==> src/rtl/bsr_pkg.sv <==
// Shared types and constants of the banked fault-status register controller.
// Assumes a 2-bit privilege level and three storage copies.
package bsr_pkg;

    typedef enum logic [1:0] {
        BANK_SEC = 2'd0,
        BANK_NS  = 2'd1,
        BANK_ONE = 2'd2
    } bank_e;

    localparam int NUM_BANKS = 3;

    typedef enum logic [1:0] {
        LVL_USER  = 2'd0,
        LVL_SUPV  = 2'd1,
        LVL_HYP   = 2'd2,
        LVL_MON   = 2'd3
    } level_e;

    typedef struct packed {
        logic undef;
        logic trap_w64;
        logic trap_w32;
        logic ok;
    } outcome_t;

    localparam logic [5:0] TRAP_SYNDROME = 6'h03;

endpackage

==> src/rtl/bsr_decode.sv <==
// Encoding matcher: compares the five move-instruction fields against the
// parameterised encoding of this register. Purely combinational.
module bsr_decode #(
    parameter logic [3:0] M_COPROC = 4'b1111,
    parameter logic [2:0] M_OPC1   = 3'b000,
    parameter logic [3:0] M_CRN    = 4'b0101,
    parameter logic [3:0] M_CRM    = 4'b0001,
    parameter logic [2:0] M_OPC2   = 3'b000
) (
    input  logic [3:0] coproc,
    input  logic [2:0] opc1,
    input  logic [3:0] crn,
    input  logic [3:0] crm,
    input  logic [2:0] opc2,
    output logic       match
);

    // Field-by-field equality, all must agree.
    always_comb begin
        match = (coproc == M_COPROC) && (opc1 == M_OPC1) && (crn == M_CRN)
             && (crm == M_CRM) && (opc2 == M_OPC2);
    end

endmodule

==> src/rtl/bsr_policy.sv <==
// Outcome and bank selection for one request. Assumes the caller has
// already established that the encoding matches; 'fire' gates all outcomes.
// Trap priority at the supervisor level: group trap, then memory-control trap.
module bsr_policy
    import bsr_pkg::*;
(
    input  logic       fire,
    input  logic       is_write,
    input  logic [1:0] level,
    input  logic       nonsecure,
    input  logic       el2_enabled,
    input  logic       el2_is32,
    input  logic       el3_present,
    input  logic       el3_is32,
    input  logic       grp_w64,
    input  logic       grp_w32,
    input  logic       vmrd_w64,
    input  logic       vmrd_w32,
    input  logic       vmwr_w64,
    input  logic       vmwr_w32,
    output outcome_t   outcome,
    output logic [5:0] code,
    output bank_e      bank_sel
);

    logic grp_hit;
    logic vm_hit;
    logic mon_banked;
    logic any_trap;

    // Pick the trap-bit copies that match the hypervisor width.
    always_comb begin
        grp_hit = el2_enabled && (el2_is32 ? grp_w32 : grp_w64);
        if (is_write) begin
            vm_hit = el2_enabled && (el2_is32 ? vmwr_w32 : vmwr_w64);
        end else begin
            vm_hit = el2_enabled && (el2_is32 ? vmrd_w32 : vmrd_w64);
        end
        mon_banked = el3_present && el3_is32;
    end

    // Decide the single outcome and the bank for this request.
    always_comb begin
        outcome  = '0;
        bank_sel = BANK_ONE;
        any_trap = 1'b0;
        unique case (level_e'(level))
            LVL_USER: outcome.undef = 1'b1;
            LVL_SUPV: begin
                if (grp_hit || vm_hit) begin
                    any_trap = 1'b1;
                end else begin
                    outcome.ok = 1'b1;
                    if (mon_banked) begin
                        bank_sel = nonsecure ? BANK_NS : BANK_SEC;
                    end
                end
            end
            LVL_HYP: begin
                outcome.ok = 1'b1;
                bank_sel   = mon_banked ? BANK_NS : BANK_ONE;
            end
            default: begin
                outcome.ok = 1'b1;
                bank_sel   = nonsecure ? BANK_NS : BANK_SEC;
            end
        endcase
        outcome.trap_w32 = any_trap && el2_is32;
        outcome.trap_w64 = any_trap && !el2_is32;
        if (!fire) begin
            outcome = '0;
        end
        code = (fire && any_trap) ? TRAP_SYNDROME : 6'h00;
    end

endmodule

==> src/rtl/bsr_bank_store.sv <==
// Storage for the banked register copies. Contents are deliberately not
// reset. One copy is written per enabled cycle; reads are combinational.
module bsr_bank_store
    import bsr_pkg::*;
#(
    parameter int DATA_W = 32,
    parameter int BANKS  = NUM_BANKS,
    localparam int SEL_W = $clog2(BANKS)
) (
    input  logic                    clk,
    input  logic                    wr_en,
    input  logic [SEL_W-1:0]        sel,
    input  logic [DATA_W-1:0]       wdata,
    output logic [DATA_W-1:0]       rd_val,
    output logic [BANKS*DATA_W-1:0] all_vals
);

    logic [DATA_W-1:0] copy_q [BANKS];

    for (genvar b = 0; b < BANKS; b++) begin : g_copy
        // Capture write data into this copy when it is the one selected.
        always_ff @(posedge clk) begin
            if (wr_en && (sel == SEL_W'(b))) begin
                copy_q[b] <= wdata;
            end
        end
        assign all_vals[b*DATA_W +: DATA_W] = copy_q[b];
    end

    // Read multiplexer over the copies; out-of-range selects read zero.
    always_comb begin
        rd_val = '0;
        for (int b = 0; b < BANKS; b++) begin
            if (sel == SEL_W'(b)) begin
                rd_val = copy_q[b];
            end
        end
    end

endmodule

==> src/rtl/bsr_access_ctrl.sv <==
// Top of the banked fault-status register access controller. Decodes the
// move encoding, resolves the outcome and bank in the request cycle, and
// commits completed writes at the next edge. Assumes static configuration
// flags and a request held for one cycle.
module bsr_access_ctrl
    import bsr_pkg::*;
#(
    parameter int DATA_W = 32,
    localparam int SEL_W = $clog2(NUM_BANKS)
) (
    input  logic              clk,
    input  logic              rst_n,
    input  logic              req_valid,
    input  logic              req_write,
    input  logic [3:0]        enc_coproc,
    input  logic [2:0]        enc_opc1,
    input  logic [3:0]        enc_crn,
    input  logic [3:0]        enc_crm,
    input  logic [2:0]        enc_opc2,
    input  logic [DATA_W-1:0] wdata,
    input  logic [1:0]        cur_el,
    input  logic              nonsecure,
    input  logic              el2_enabled,
    input  logic              el2_is32,
    input  logic              el3_present,
    input  logic              el3_is32,
    input  logic              hyp_grp_trap_w64,
    input  logic              hyp_grp_trap_w32,
    input  logic              hyp_vmrd_trap_w64,
    input  logic              hyp_vmrd_trap_w32,
    input  logic              hyp_vmwr_trap_w64,
    input  logic              hyp_vmwr_trap_w32,
    output logic              hit,
    output logic              res_undef,
    output logic              res_trap_w64,
    output logic              res_trap_w32,
    output logic              res_ok,
    output logic [5:0]        trap_code,
    output logic [DATA_W-1:0] rdata
);

    logic                        fire;
    outcome_t                    outcome;
    bank_e                       bank_sel;
    logic                        store_wr;
    logic [DATA_W-1:0]           store_rd;
    logic [NUM_BANKS*DATA_W-1:0] store_all;
    logic [DATA_W-1:0]           copy_sec;
    logic [DATA_W-1:0]           copy_ns;
    logic [DATA_W-1:0]           copy_one;

    bsr_decode u_decode (
        .coproc (enc_coproc),
        .opc1   (enc_opc1),
        .crn    (enc_crn),
        .crm    (enc_crm),
        .opc2   (enc_opc2),
        .match  (hit)
    );

    // A request acts only when valid and aimed at this register.
    assign fire = req_valid && hit;

    bsr_policy u_policy (
        .fire        (fire),
        .is_write    (req_write),
        .level       (cur_el),
        .nonsecure   (nonsecure),
        .el2_enabled (el2_enabled),
        .el2_is32    (el2_is32),
        .el3_present (el3_present),
        .el3_is32    (el3_is32),
        .grp_w64     (hyp_grp_trap_w64),
        .grp_w32     (hyp_grp_trap_w32),
        .vmrd_w64    (hyp_vmrd_trap_w64),
        .vmrd_w32    (hyp_vmrd_trap_w32),
        .vmwr_w64    (hyp_vmwr_trap_w64),
        .vmwr_w32    (hyp_vmwr_trap_w32),
        .outcome     (outcome),
        .code        (trap_code),
        .bank_sel    (bank_sel)
    );

    // Writes commit only on a completed access outside reset.
    assign store_wr = outcome.ok && req_write && rst_n;

    bsr_bank_store #(
        .DATA_W (DATA_W),
        .BANKS  (NUM_BANKS)
    ) u_store (
        .clk      (clk),
        .wr_en    (store_wr),
        .sel      (SEL_W'(bank_sel)),
        .wdata    (wdata),
        .rd_val   (store_rd),
        .all_vals (store_all)
    );

    // Unpack the copies for the bound checker.
    assign copy_sec = store_all[int'(BANK_SEC)*DATA_W +: DATA_W];
    assign copy_ns  = store_all[int'(BANK_NS)*DATA_W +: DATA_W];
    assign copy_one = store_all[int'(BANK_ONE)*DATA_W +: DATA_W];

    // Drive the outcome pins and gate read data to completed reads.
    always_comb begin
        res_undef    = outcome.undef;
        res_trap_w64 = outcome.trap_w64;
        res_trap_w32 = outcome.trap_w32;
        res_ok       = outcome.ok;
        rdata        = (outcome.ok && !req_write) ? store_rd : '0;
    end

endmodule

==> config.mk <==
export PLATFORM = sky130hd
export DESIGN_NAME = bsr_access_ctrl
export DESIGN_NICKNAME = d
export VERILOG_FILES = /design/src/rtl/bsr_pkg.sv /design/src/rtl/bsr_decode.sv /design/src/rtl/bsr_policy.sv /design/src/rtl/bsr_bank_store.sv /design/src/rtl/bsr_access_ctrl.sv
export SDC_FILE = /design/constraint.sdc
export NUM_CORES = 1
export LEC_CHECK = 0
export ABC_CLOCK_PERIOD_IN_PS = 5700
export BUFFER_PORTS_ARGS = -buffer_cell sky130_fd_sc_hd__buf_2
export CAP_MARGIN = 25
export CORE_ASPECT_RATIO = 0.5
export CORE_MARGIN = 4
export CORE_UTILIZATION = 47
export DETAILED_ROUTE_END_ITERATION = 8
export PLACE_DENSITY_LB_ADDON = 0.25
export SKIP_LAST_GASP = 1
export SLEW_MARGIN = 20
export SYNTH_ARGS = -nofsm -noshare
export SYNTH_HDL_FRONTEND = slang
export SYNTH_SLANG_ARGS = --single-unit
==> constraint.sdc <==
create_clock -name clk -period 5.7 [get_ports clk]
set_clock_uncertainty 0.2 [all_clocks]
set_input_delay 0.285 -clock clk [delete_from_list [all_inputs] [get_ports clk]]
set_output_delay 0.285 -clock clk [all_outputs]
set_load 0.03 [all_outputs]
==> results of run 1 <==
==> area by class of cell <==
cell class                      count  share of cell area (%)
Multi-Input combinational cell    166                    21.0
Tap cell                          112                    2.62
Clock inverter                      7                    1.62
Clock buffer                        9                    4.22
Timing Repair Buffer              141                    16.4
Inverter                            3                   0.211
Sequential cell                    96                    54.0
==> worst max path at each step <==
stage	from	to	slack, ns	cells after the start
final	req_write	rdata[4]	2.37	7
after global routing	req_write	rdata[10]	2.15	7
after CTS	req_write	rdata[10]	2.34	7
after detailed placement	enc_opc1[0]	rdata[16]	2.38	7
after global placement	enc_opc1[0]	rdata[2]	2.43	7
after floorplan	req_write	u_store.copy_q[0][64]$_DFFE_PP_	0.47	5
==> kinds of logic (layout without fill, tap and decap cells) <==
| kind of cell | count (synthesis) | in the layout | share of synthesized area, % |
|---|---|---|---|
| compound gates | 41 | 41 | 12.9 |
| buf+inv | 26 | 160 | 3.52 |
| simple gates | 119 | 119 | 12.4 |
| other cells | 1 | 4 | 0.0919 |
| mux | 2 | 2 | 0.490 |
| flops | 96 | 96 | 70.6 |
==> Yosys cell counts, drive strengths merged <==
cell type,number
clkbuf,11
nor3,2
and4b,1
nor2,34
nor4bb,1
nand2,66
nor4b,1
nand4,1
a31oi,1
nand3,2
edfxtp,96
o21ba,1
inv,3
a22oi,1
mux2i,2
conb,1
buf,12
and3,1
or3,2
a311oi,31
and2,2
nor4,5
a221oi,1
nor2b,1
a21oi,1
o21ai,3
o21a,2
==> placed cells by master (no fill, tap or decap), types with 2 or more instances in the layout <==
cell type	count
nor2_1	34
buf_2	105
nor4_1	2
o21ai_4	2
edfxtp_1	96
inv_1	3
nor4_2	3
mux2i_1	2
bufinv_16	2
nand2_1	66
nor3_1	2
clkinv_1	2
a311oi_2	29
conb_1	4
a311oi_1	2
clkinv_2	2
dlygate4sd3_1	32
buf_4	4
nand3_1	2
clkbuf_16	9
==> stage by stage <==
stage	cell area, um2	hold WS, ns	worst slack [ns]
floorplan	4100	0.184	0.468
global placement	4700	0.283	2.43
detailed placement	4710	0.289	2.38
CTS	5340	0.469	2.34
global route	5340	0.480	2.15
finish	5340	0.482	2.37
==> routing by layer <==
metal	vias up	global-route usage (%)	part of all wire, %
met4	0	4.83	0.61
met1	1334	19.7	41
met3	5	5.46	7.3
met5	-	0	0
li1	1333	-	-
met2	92	32.5	51
==> power groups by stage <==
stage	Combinational (mW)	Clock [mW]	Sequential, mW
6_report	0.107	0.614	0.776
5_1_grt	0.119	0.656	0.775
4_1_cts	0.108	0.630	0.776
3_5_place_dp	0.0905	0	0.791
3_3_place_gp	0.0861	0	0.791
2_1_floorplan	0.0502	0	0.792
==> critical path, cell delays in order <==
cell and delay, ns:
buf_2 0.13, mux2i_1 0.14, a221oi_2 0.62, o21a_2 0.94, nand2_1 0.15, a311oi_2 0.31
buf_2 0.25
==> metrics.cfg, run 1 <==
[detailed_routing]
drc = 0
vias_per_cell = 5.18
drt_iter0_drc = 92
wl_um = 8680
firstDrtPassIters = 4
route.vias.total = 2764
wl_per_cell_um = 16.2
antenna_left = 0

[layout]
fill_cells = 623
antenna_cells = 0
nets = 484
largest_register = u_store.copy_q
synthToLayoutAreaGrowth_pct = 30.8
seq_area_um2 = 2880
post-route-util_pct = 64.9
layoutNonFillerInstCount = 534
top_regs = u_store.copy_q: 96 flops
multiInputGateArea_um2 = 1120
largest_reg_flops = 96
layout-drive-gt1-share_pct = 38.4

[power_and_ir_drop]
power.density_nw_per_um2 = 280
comb_power_share_pct = 7.2
p_leak_nw = 2.01
p_clk_share_pct = 41.0
switchingPower_uw = 298
ir_drop_uv = 167
intPower_mw = 1.20
finalPower_mw = 1.50
p_sw_share_pct = 19.9
seqPwrFrac_pct = 51.8

[placement]
port_buffers = 105
place_inst = 486
place.gp.congestion = 0.908
dp_hpwl_um = 5320

[floorplan]
ios = 110
coreArea_um2 = 8230
start_util_pct = 49.6
die_area_um2 = 10300
fp-row-count = 23
fp.dieW_um = 140
die_h_um = 73.9

[sta]
rsz0062_at_grt = false
setup_tns_ns = 0
drv_slew = 0
setup_viol = 0
min_period_ns = 3.33
worstMarginPinSlew_ns = 1.03
hold_viol_final = 0
finalCritPeriodShare_pct = 58.5
fmax_ghz = 0.300
slew_headroom_pct = 31.4

[clocking]
cts_resized = 0
clk_pin_slew_ns = 0.06
cts_setup_buffers = 0
cts_buffers = 9
clock_sinks = 96
clock_path_buffers = 2
cts_tree = yes
cts_hold_buffers = 32
root_buffer = clkbuf_16
htree_levels = 3

[worst_setup_path]
critical_path_arrival_ns = 2.85
endpoint_kind = output port
path_class = input pin to output port
critPathLaunchType = input pin
required_ns = 5.22
crit_fanout = 43

[yosys]
ys_types = 33
synth_top_cell_area_share_pct = 70.6
ys_ff_latch = 96
seq_area_frac_synth_pct = 70.6
synth_top_area_cell = edfxtp_1
syn_area_um2 = 4080
synth_warnings = 0
postSynthAreaPerCell_um2 = 14.3
synth.area.top_cells = edfxtp_1 (71%), a311oi_2 (11%), nand2_1 (6.1%)
syn_inst = 285

[grt]
grt_max_degree = 54
grt_pass1_wl_um = 13900
grt_remaining_overflow = 0
grt_use_total_pct = 17.4
antenna_found_initial = 0
grt_pass1_vias = 2841

[hold_path]
holdPathStages = 2
hold_start = wdata[18]
hold_path_end = u_store.copy_q[0][82]$_DFFE_PP_
hp-class = input pin to flip-flop

[run_status]
run_status = finished, final reports clean

[flow_run]
max-cap-violations = 0

Power figures use the tool's default switching activity.
==> run 2: changes to the inputs <==
--- a/config.mk
+++ b/config.mk
@@ -5,12 +5,13 @@
 export SDC_FILE = /design/constraint.sdc
 export NUM_CORES = 1
 export LEC_CHECK = 0
-export ABC_CLOCK_PERIOD_IN_PS = 5700
+export ABC_AREA = 1
+export ABC_CLOCK_PERIOD_IN_PS = 3400
 export BUFFER_PORTS_ARGS = -buffer_cell sky130_fd_sc_hd__buf_2
 export CAP_MARGIN = 25
 export CORE_ASPECT_RATIO = 0.5
 export CORE_MARGIN = 4
-export CORE_UTILIZATION = 47
+export CORE_UTILIZATION = 53
 export DETAILED_ROUTE_END_ITERATION = 8
 export PLACE_DENSITY_LB_ADDON = 0.25
 export SKIP_LAST_GASP = 1
==> constraint.sdc (replaced) <==
create_clock -name clk -period 3.4 [get_ports clk]
set_clock_uncertainty 0.2 [all_clocks]
set_input_delay 0.17 -clock clk [delete_from_list [all_inputs] [get_ports clk]]
set_output_delay 0.17 -clock clk [all_outputs]
set_load 0.03 [all_outputs]
==> metrics.cfg, run 2 <==
[worst_setup_path]
required_ns = 3.03  ; was 5.22 ns
critPathSlowestCell = inv_4  ; was o21a_2
critical_path_arrival_ns = 2.05  ; was 2.85 ns
crit_buf_inv = 4  ; was 2
critPathLaunchType = input pin  ; unchanged
critical-path-max-stage-delay_ns = 0.47  ; was 0.94 ns
cp_cell_sequence = buf_2 -> inv_2 -> nand2_1 -> nand3_2 -> nand3_1 -> nand3_1 -> nand2_2 -> inv_4 -> nand2_2 -> nor2_1 -> nor2_1 -> buf_2  ; was buf_2 -> mux2i_1 -> a221oi_2 -> o21a_2 -> nand2_1 -> a311oi_2 -> buf_2
endpoint_kind = output port  ; unchanged
path_class = input pin to output port  ; unchanged
critPathTopFamily = simple AND/OR/NAND/NOR gates  ; was compound AO/OA/AOI/OAI gates
crit_fanout = 55  ; was 43

[detailed_routing]
wl_per_cell_um = 13.8  ; was 16.2 um
firstDrtPassIters = 4  ; unchanged
antenna_left = 0  ; unchanged
route.vias.total = 3032  ; was 2764
drc = 0  ; unchanged
vias_per_cell = 4.66  ; was 5.18
wl_um = 8960  ; was 8680 um
drt_iter0_drc = 221  ; was 92

[flow_run]
max-cap-violations = 0  ; unchanged

[yosys]
synth.area.mux_share_pct = 0  ; was 0.490%
synth_top_cell_area_share_pct = 67.3  ; was 70.6%
synth_warnings = 0  ; unchanged
synth_edf_count = 96  ; unchanged
syn_area_um2 = 4280  ; was 4080 um2
synth.area.top_cells = edfxtp_1 (67%), nand2_1 (8.6%), nor2_1 (8.2%)  ; was edfxtp_1 (71%), a311oi_2 (11%), nand2_1 (6.1%)
syn_inst = 401  ; was 285
synth_top_family_by_area = simple AND/OR/NAND/NOR gates  ; was compound AO/OA/AOI/OAI gates
synth.most_common_cell = nand2_1  ; was edfxtp_1
seq_area_frac_synth_pct = 67.3  ; was 70.6%
synthArstFlopShare_pct = 0  ; unchanged
synth_common_cells = nand2_1 (98), edfxtp_1 (96), nor2_1 (94)  ; was edfxtp_1 (96), nand2_1 (66), nor2_1 (34)
synth_fa_ha_area_share_pct = 0  ; unchanged
synthSimpleGateAreaFrac_pct = 22.1  ; was 12.4%
ys_types = 28  ; was 33
synth_xor_area_share_pct = 0  ; unchanged
ys.flop_type = edfxtp_1  ; unchanged
synth_top_area_cell = edfxtp_1  ; unchanged
ys_ff_latch = 96  ; unchanged
synth_compound_area_share_pct = 2.80  ; was 12.9%
postSynthAreaPerCell_um2 = 10.7  ; was 14.3 um2

[sta]
drv_slew = 0  ; unchanged
min_period_ns = 2.42
setup_viol = 0  ; unchanged
worstMarginPinSlew_ns = 0.563  ; was 1.03 ns
setup_tns_ns = 0  ; unchanged
finalCritPeriodShare_pct = 71.3
whs_ns = 0.299  ; was 0.482 ns
rsz0062_at_grt = false  ; unchanged
hold_viol_final = 0  ; unchanged
slew_headroom_pct = 62.4  ; was 31.4%
fmax_ghz = 0.413

[layout]
final_cell_mix = buf_2 (105), nand2_1 (98), edfxtp_1 (96)  ; was buf_2 (105), edfxtp_1 (96), nand2_1 (66)
final_common_cell = buf_2  ; unchanged
fill_cells = 552  ; was 623
synthToLayoutAreaGrowth_pct = 27.7  ; was 30.8%
layout-drive-gt1-share_pct = 27.1  ; was 38.4%
design_area_um2 = 5470  ; was 5340 um2
multiInputGateArea_um2 = 1100  ; was 1120 um2
nets = 604  ; was 484
antenna_cells = 0  ; unchanged
seq_area_um2 = 2880  ; unchanged
top_regs = u_store.copy_q: 96 flops  ; unchanged
largest_reg_flops = 96  ; unchanged
largest_register = u_store.copy_q  ; unchanged
layoutNonFillerInstCount = 650  ; was 534

[grt]
grt_pass1_wl_um = 14200  ; was 13900 um
grt_use_total_pct = 19.1  ; was 17.4%
grt_pass1_vias = 2955  ; was 2841
antenna_found_initial = 0  ; unchanged
grt_remaining_overflow = 0  ; unchanged
grt_max_degree = 56  ; was 54

[placement]
place_inst = 602  ; was 486
dp_hpwl_um = 5710  ; was 5320 um
port_buffers = 105  ; unchanged
place.gp.congestion = 0.750  ; was 0.908
place_area_um2 = 4860  ; was 4710 um2

[floorplan]
die_area_um2 = 9670  ; was 10300 um2
fp-row-count = 22  ; was 23
ios = 110  ; unchanged
die_h_um = 71.6  ; was 73.9 um
fp.dieW_um = 135  ; was 140 um
start_util_pct = 56.4  ; was 49.6%
coreArea_um2 = 7600  ; was 8230 um2

[clocking]
cts_setup_buffers = 0  ; unchanged
cts_hold_buffers = 32  ; unchanged
cts_tree = yes  ; unchanged
cts_buffers = 9  ; unchanged
cts_resized = 0  ; unchanged
root_buffer = clkbuf_16  ; unchanged
htree_levels = 3  ; unchanged
clk_pin_slew_ns = 0.06  ; about the same
clock_path_buffers = 2  ; unchanged
clock_sinks = 96  ; unchanged

[power_and_ir_drop]
ir_drop_uv = 396  ; was 167 uV
power.density_nw_per_um2 = 448  ; was 280 nW/um2
p_leak_nw = 2.42  ; was 2.01 nW
finalPower_mw = 2.45  ; was 1.50 mW

[run_status]
run_status = finished, final reports clean  ; unchanged

[hold_path]
hp-class = input pin to flip-flop  ; unchanged

-- run 2: area by class of cell --
cell class,instances,share of cell area (%)
clock buffer,9,4.12
clock inverter,7,1.14
tap,108,2.47
multi-input combinational,250,20.2
timing repair buffer,142,16.6
sequential,96,52.7
inverter,38,2.75
-- run 2: path summary, 6_finish.rpt --
path / start / slack, ns / cells after the start / end
max: req_write / 0.98 / 12 / rdata[16]
min: rst_n / 0.30 / 3 / u_store.copy_q[0][15]$_DFFE_PP_
-- run 2: cells by family (layout without fill, tap and decap cells) --
| kind of cell | after synthesis | in the layout |
|---|---|---|
| AO/OA/AOI/OAI | 24 | 24 |
| buffers and inverters | 58 | 196 |
| flip-flops | 96 | 96 |
| other | 1 | 4 |
| AND/OR/NAND/NOR | 222 | 222 |
-- run 2: layer usage --
| metal | track usage, % | part of all wire [%] | vias up |
|---|---|---|---|
| li1 | - | - | 1569 |
| met1 | 23.6 | 43 | 1366 |
| met2 | 33.2 | 49 | 90 |
| met3 | 6.31 | 7.2 | 7 |
| met4 | 4.36 | 0.79 | 0 |
| met5 | 0 | 0 | - |
-- run 2: stage by stage --
step                util (%)  worst slack [ns]
global placement        64.0             0.818
CTS                     72.0             0.945
detailed placement      64.0             0.729
global route            72.0             0.711
finish                  72.0             0.977
floorplan                  -             0.410
-- run 2: where the power goes --
group	total, mW	internal (mW)	leakage (nW)	switching, mW
logic	0.188	0.0777	1.42	0.110
clock network	0.960	0.562	0.145	0.398
registers	1.30	1.30	0.862	0.0000000881
total	2.45	1.94	2.42	0.508
==> run 3: changes to the inputs <==
--- a/config.mk
+++ b/config.mk
@@ -5,13 +5,13 @@
 export SDC_FILE = /design/constraint.sdc
 export NUM_CORES = 1
 export LEC_CHECK = 0
-export ABC_AREA = 1
-export ABC_CLOCK_PERIOD_IN_PS = 3400
+export ABC_AREA = 0
+export ABC_CLOCK_PERIOD_IN_PS = 2500
 export BUFFER_PORTS_ARGS = -buffer_cell sky130_fd_sc_hd__buf_2
 export CAP_MARGIN = 25
 export CORE_ASPECT_RATIO = 0.5
 export CORE_MARGIN = 4
-export CORE_UTILIZATION = 53
+export CORE_UTILIZATION = 52
 export DETAILED_ROUTE_END_ITERATION = 8
 export PLACE_DENSITY_LB_ADDON = 0.25
 export SKIP_LAST_GASP = 1
==> constraint.sdc (replaced) <==
create_clock -name clk -period 2.5 [get_ports clk]
set_clock_uncertainty 0.2 [all_clocks]
set_input_delay 0.125 -clock clk [delete_from_list [all_inputs] [get_ports clk]]
set_output_delay 0.125 -clock clk [all_outputs]
set_load 0.03 [all_outputs]
==> metrics.cfg, run 3 (same netlist as run 1, synthesis figures left out) <==
[run_status]
run_status = finished, final reports clean  ; unchanged

[hold_path]
hp-class = input pin to flip-flop  ; unchanged
holdPathStages = 2  ; was 3
hold_start = wdata[5]  ; was rst_n
hold_path_end = u_store.copy_q[0][69]$_DFFE_PP_  ; was u_store.copy_q[0][15]$_DFFE_PP_

[placement]
pre_cts_slack_ns = -0.0618  ; was 0.729 ns
dp_hpwl_um = 5730  ; was 5710 um
place.gp.congestion = 0.783  ; was 0.750
place_area_um2 = 4920  ; was 4860 um2
port_buffers = 105  ; unchanged
place_inst = 492  ; was 602

[grt]
grt_pass1_vias = 2947  ; was 2955
grt_max_degree = 38  ; was 56
grt_pass1_wl_um = 15000  ; was 14200 um
grt_remaining_overflow = 0  ; unchanged
antenna_found_initial = 0  ; unchanged
grt_use_total_pct = 20.7  ; was 19.1%

[floorplan]
ios = 110  ; unchanged
fp.dieW_um = 133  ; was 135 um
die_area_um2 = 9420  ; was 9670 um2
start_util_pct = 54.5  ; was 56.4%
coreArea_um2 = 7490  ; was 7600 um2
die_h_um = 70.7  ; was 71.6 um
fp-row-count = 22  ; unchanged

[sta]
worstMarginPinSlew_ns = 0.568  ; was 0.563 ns
rsz0062_at_grt = true  ; was false
finalCritPeriodShare_pct = 96.5
setup_tns_ns = 0  ; unchanged
slew_headroom_pct = 62.2  ; was 62.4%
min_period_ns = 2.41
whs_ns = 0.323  ; was 0.299 ns
drv_slew = 0  ; unchanged
hold_viol_final = 0  ; unchanged
finalWorstSetupSlack_ns = 0.0868  ; was 0.977 ns
setup_viol = 0  ; unchanged
fmax_ghz = 0.414

[worst_setup_path]
critPathLaunchType = input pin  ; unchanged
critical_path_arrival_ns = 2.09  ; was 2.05 ns
endpoint_kind = output port  ; unchanged
crit_fanout = 17  ; was 55
path_class = input pin to output port  ; unchanged
required_ns = 2.17  ; was 3.03 ns

[detailed_routing]
vias_per_cell = 5.32  ; was 4.66
route.vias.total = 2868  ; was 3032
firstDrtPassIters = 4  ; unchanged
drt_iter0_drc = 173  ; was 221
antenna_left = 0  ; unchanged
wl_um = 9460  ; was 8960 um
drc = 0  ; unchanged
wl_per_cell_um = 17.6  ; was 13.8 um

[clocking]
htree_levels = 3  ; unchanged
cts_tree = yes  ; unchanged
cts_buffers = 9  ; unchanged
cts_setup_buffers = 0  ; unchanged
root_buffer = clkbuf_16  ; unchanged
clk_pin_slew_ns = 0.06  ; about the same
clock_sinks = 96  ; unchanged
clock_path_buffers = 2  ; unchanged

[layout]
layoutNonFillerInstCount = 539  ; was 650
design_area_um2 = 5550  ; was 5470 um2
seq_area_um2 = 2880  ; unchanged
final_common_cell = buf_2  ; unchanged
nets = 494  ; was 604
multiInputGateArea_um2 = 1190  ; was 1100 um2
final_cell_mix = buf_2 (100), edfxtp_1 (96), nand2_1 (66)  ; was buf_2 (105), nand2_1 (98), edfxtp_1 (96)
synthToLayoutAreaGrowth_pct = 35.8  ; was 27.7%
fill_cells = 500  ; was 552
largest_reg_flops = 96  ; unchanged
post-route-util_pct = 74.1  ; was 72.0%
layout-drive-gt1-share_pct = 41.1  ; was 27.1%
largest_register = u_store.copy_q  ; unchanged
antenna_cells = 0  ; unchanged
top_regs = u_store.copy_q: 96 flops  ; unchanged

[power_and_ir_drop]
ir_drop_uv = 474  ; was 396 uV
p_leak_nw = 2.08  ; was 2.42 nW
power.density_nw_per_um2 = 603  ; was 448 nW/um2
finalPower_mw = 3.35  ; was 2.45 mW

[flow_run]
max-cap-violations = 0  ; unchanged

-- run 3: cell count changes in the layout (fill, tap and decap cells not counted), moves of 5 or more --
cell,delta
a311oi_2,+31
buf_4,+8
nand2_1,-32
buf_2,-5
nor2_1,-58
nand3b_1,-5
inv_1,-32
o21ai_1,-20
-- run 3: worst max-delay path: stages --
cell      delay (ns)
buf_2           0.11
nor4_2          0.27
nand4_1         0.13
or3_1           0.39
or3_4           0.42
buf_12          0.18
a311oi_2        0.21
buf_2           0.24
-- run 3: where the power goes --
part | switching (mW) | internal [mW] | leakage [nW]
clock network | 0.535 | 0.760 | 0.140
logic | 0.163 | 0.119 | 1.08
registers | 0.000000133 | 1.77 | 0.862
total | 0.698 | 2.65 | 2.08
-- run 3: layout make-up --
type	count	share of cell area, %
Sequential cell	96	52.0
Multi-Input combinational cell	166	21.5
Timing Repair Buffer	151	18.9
Clock buffer	10	4.13
Tap cell	108	2.44
Clock inverter	5	0.880
Inverter	3	0.203
-- run 3: how the worst max path moves through the flow --
stage | start | to | slack (ns) | depth (start not counted)
6_report | enc_opc1[0] | rdata[5] | 0.09 | 8
3_3_place_gp | enc_opc1[0] | rdata[6] | 0.02 | 8
5_1_grt | enc_opc1[0] | rdata[8] | -0.003 | 8
3_5_place_dp | enc_opc1[0] | rdata[26] | -0.06 | 8
2_1_floorplan | enc_opc1[0] | u_store.copy_q[0][0]$_DFFE_PP_ | -0.45 | 6
4_1_cts | req_write | rdata[26] | 0.08 | 9
-- run 3: layer usage --
layer	vias to the layer above	global-route usage, %	wire length, um
met3	14	5.75	597
li1	1347	-	-
met4	0	6.73	136
met2	106	36.5	4770
met5	-	0	0
met1	1401	25.1	3950
-- run 3: timing repair --
action,in CTS,in global routing
resized for setup,4,6
setup endpoints to repair,28,7
hold buffers,32,0
endpoints found under the hold margin,96,0
cloned,0,0
pin swaps,0,0
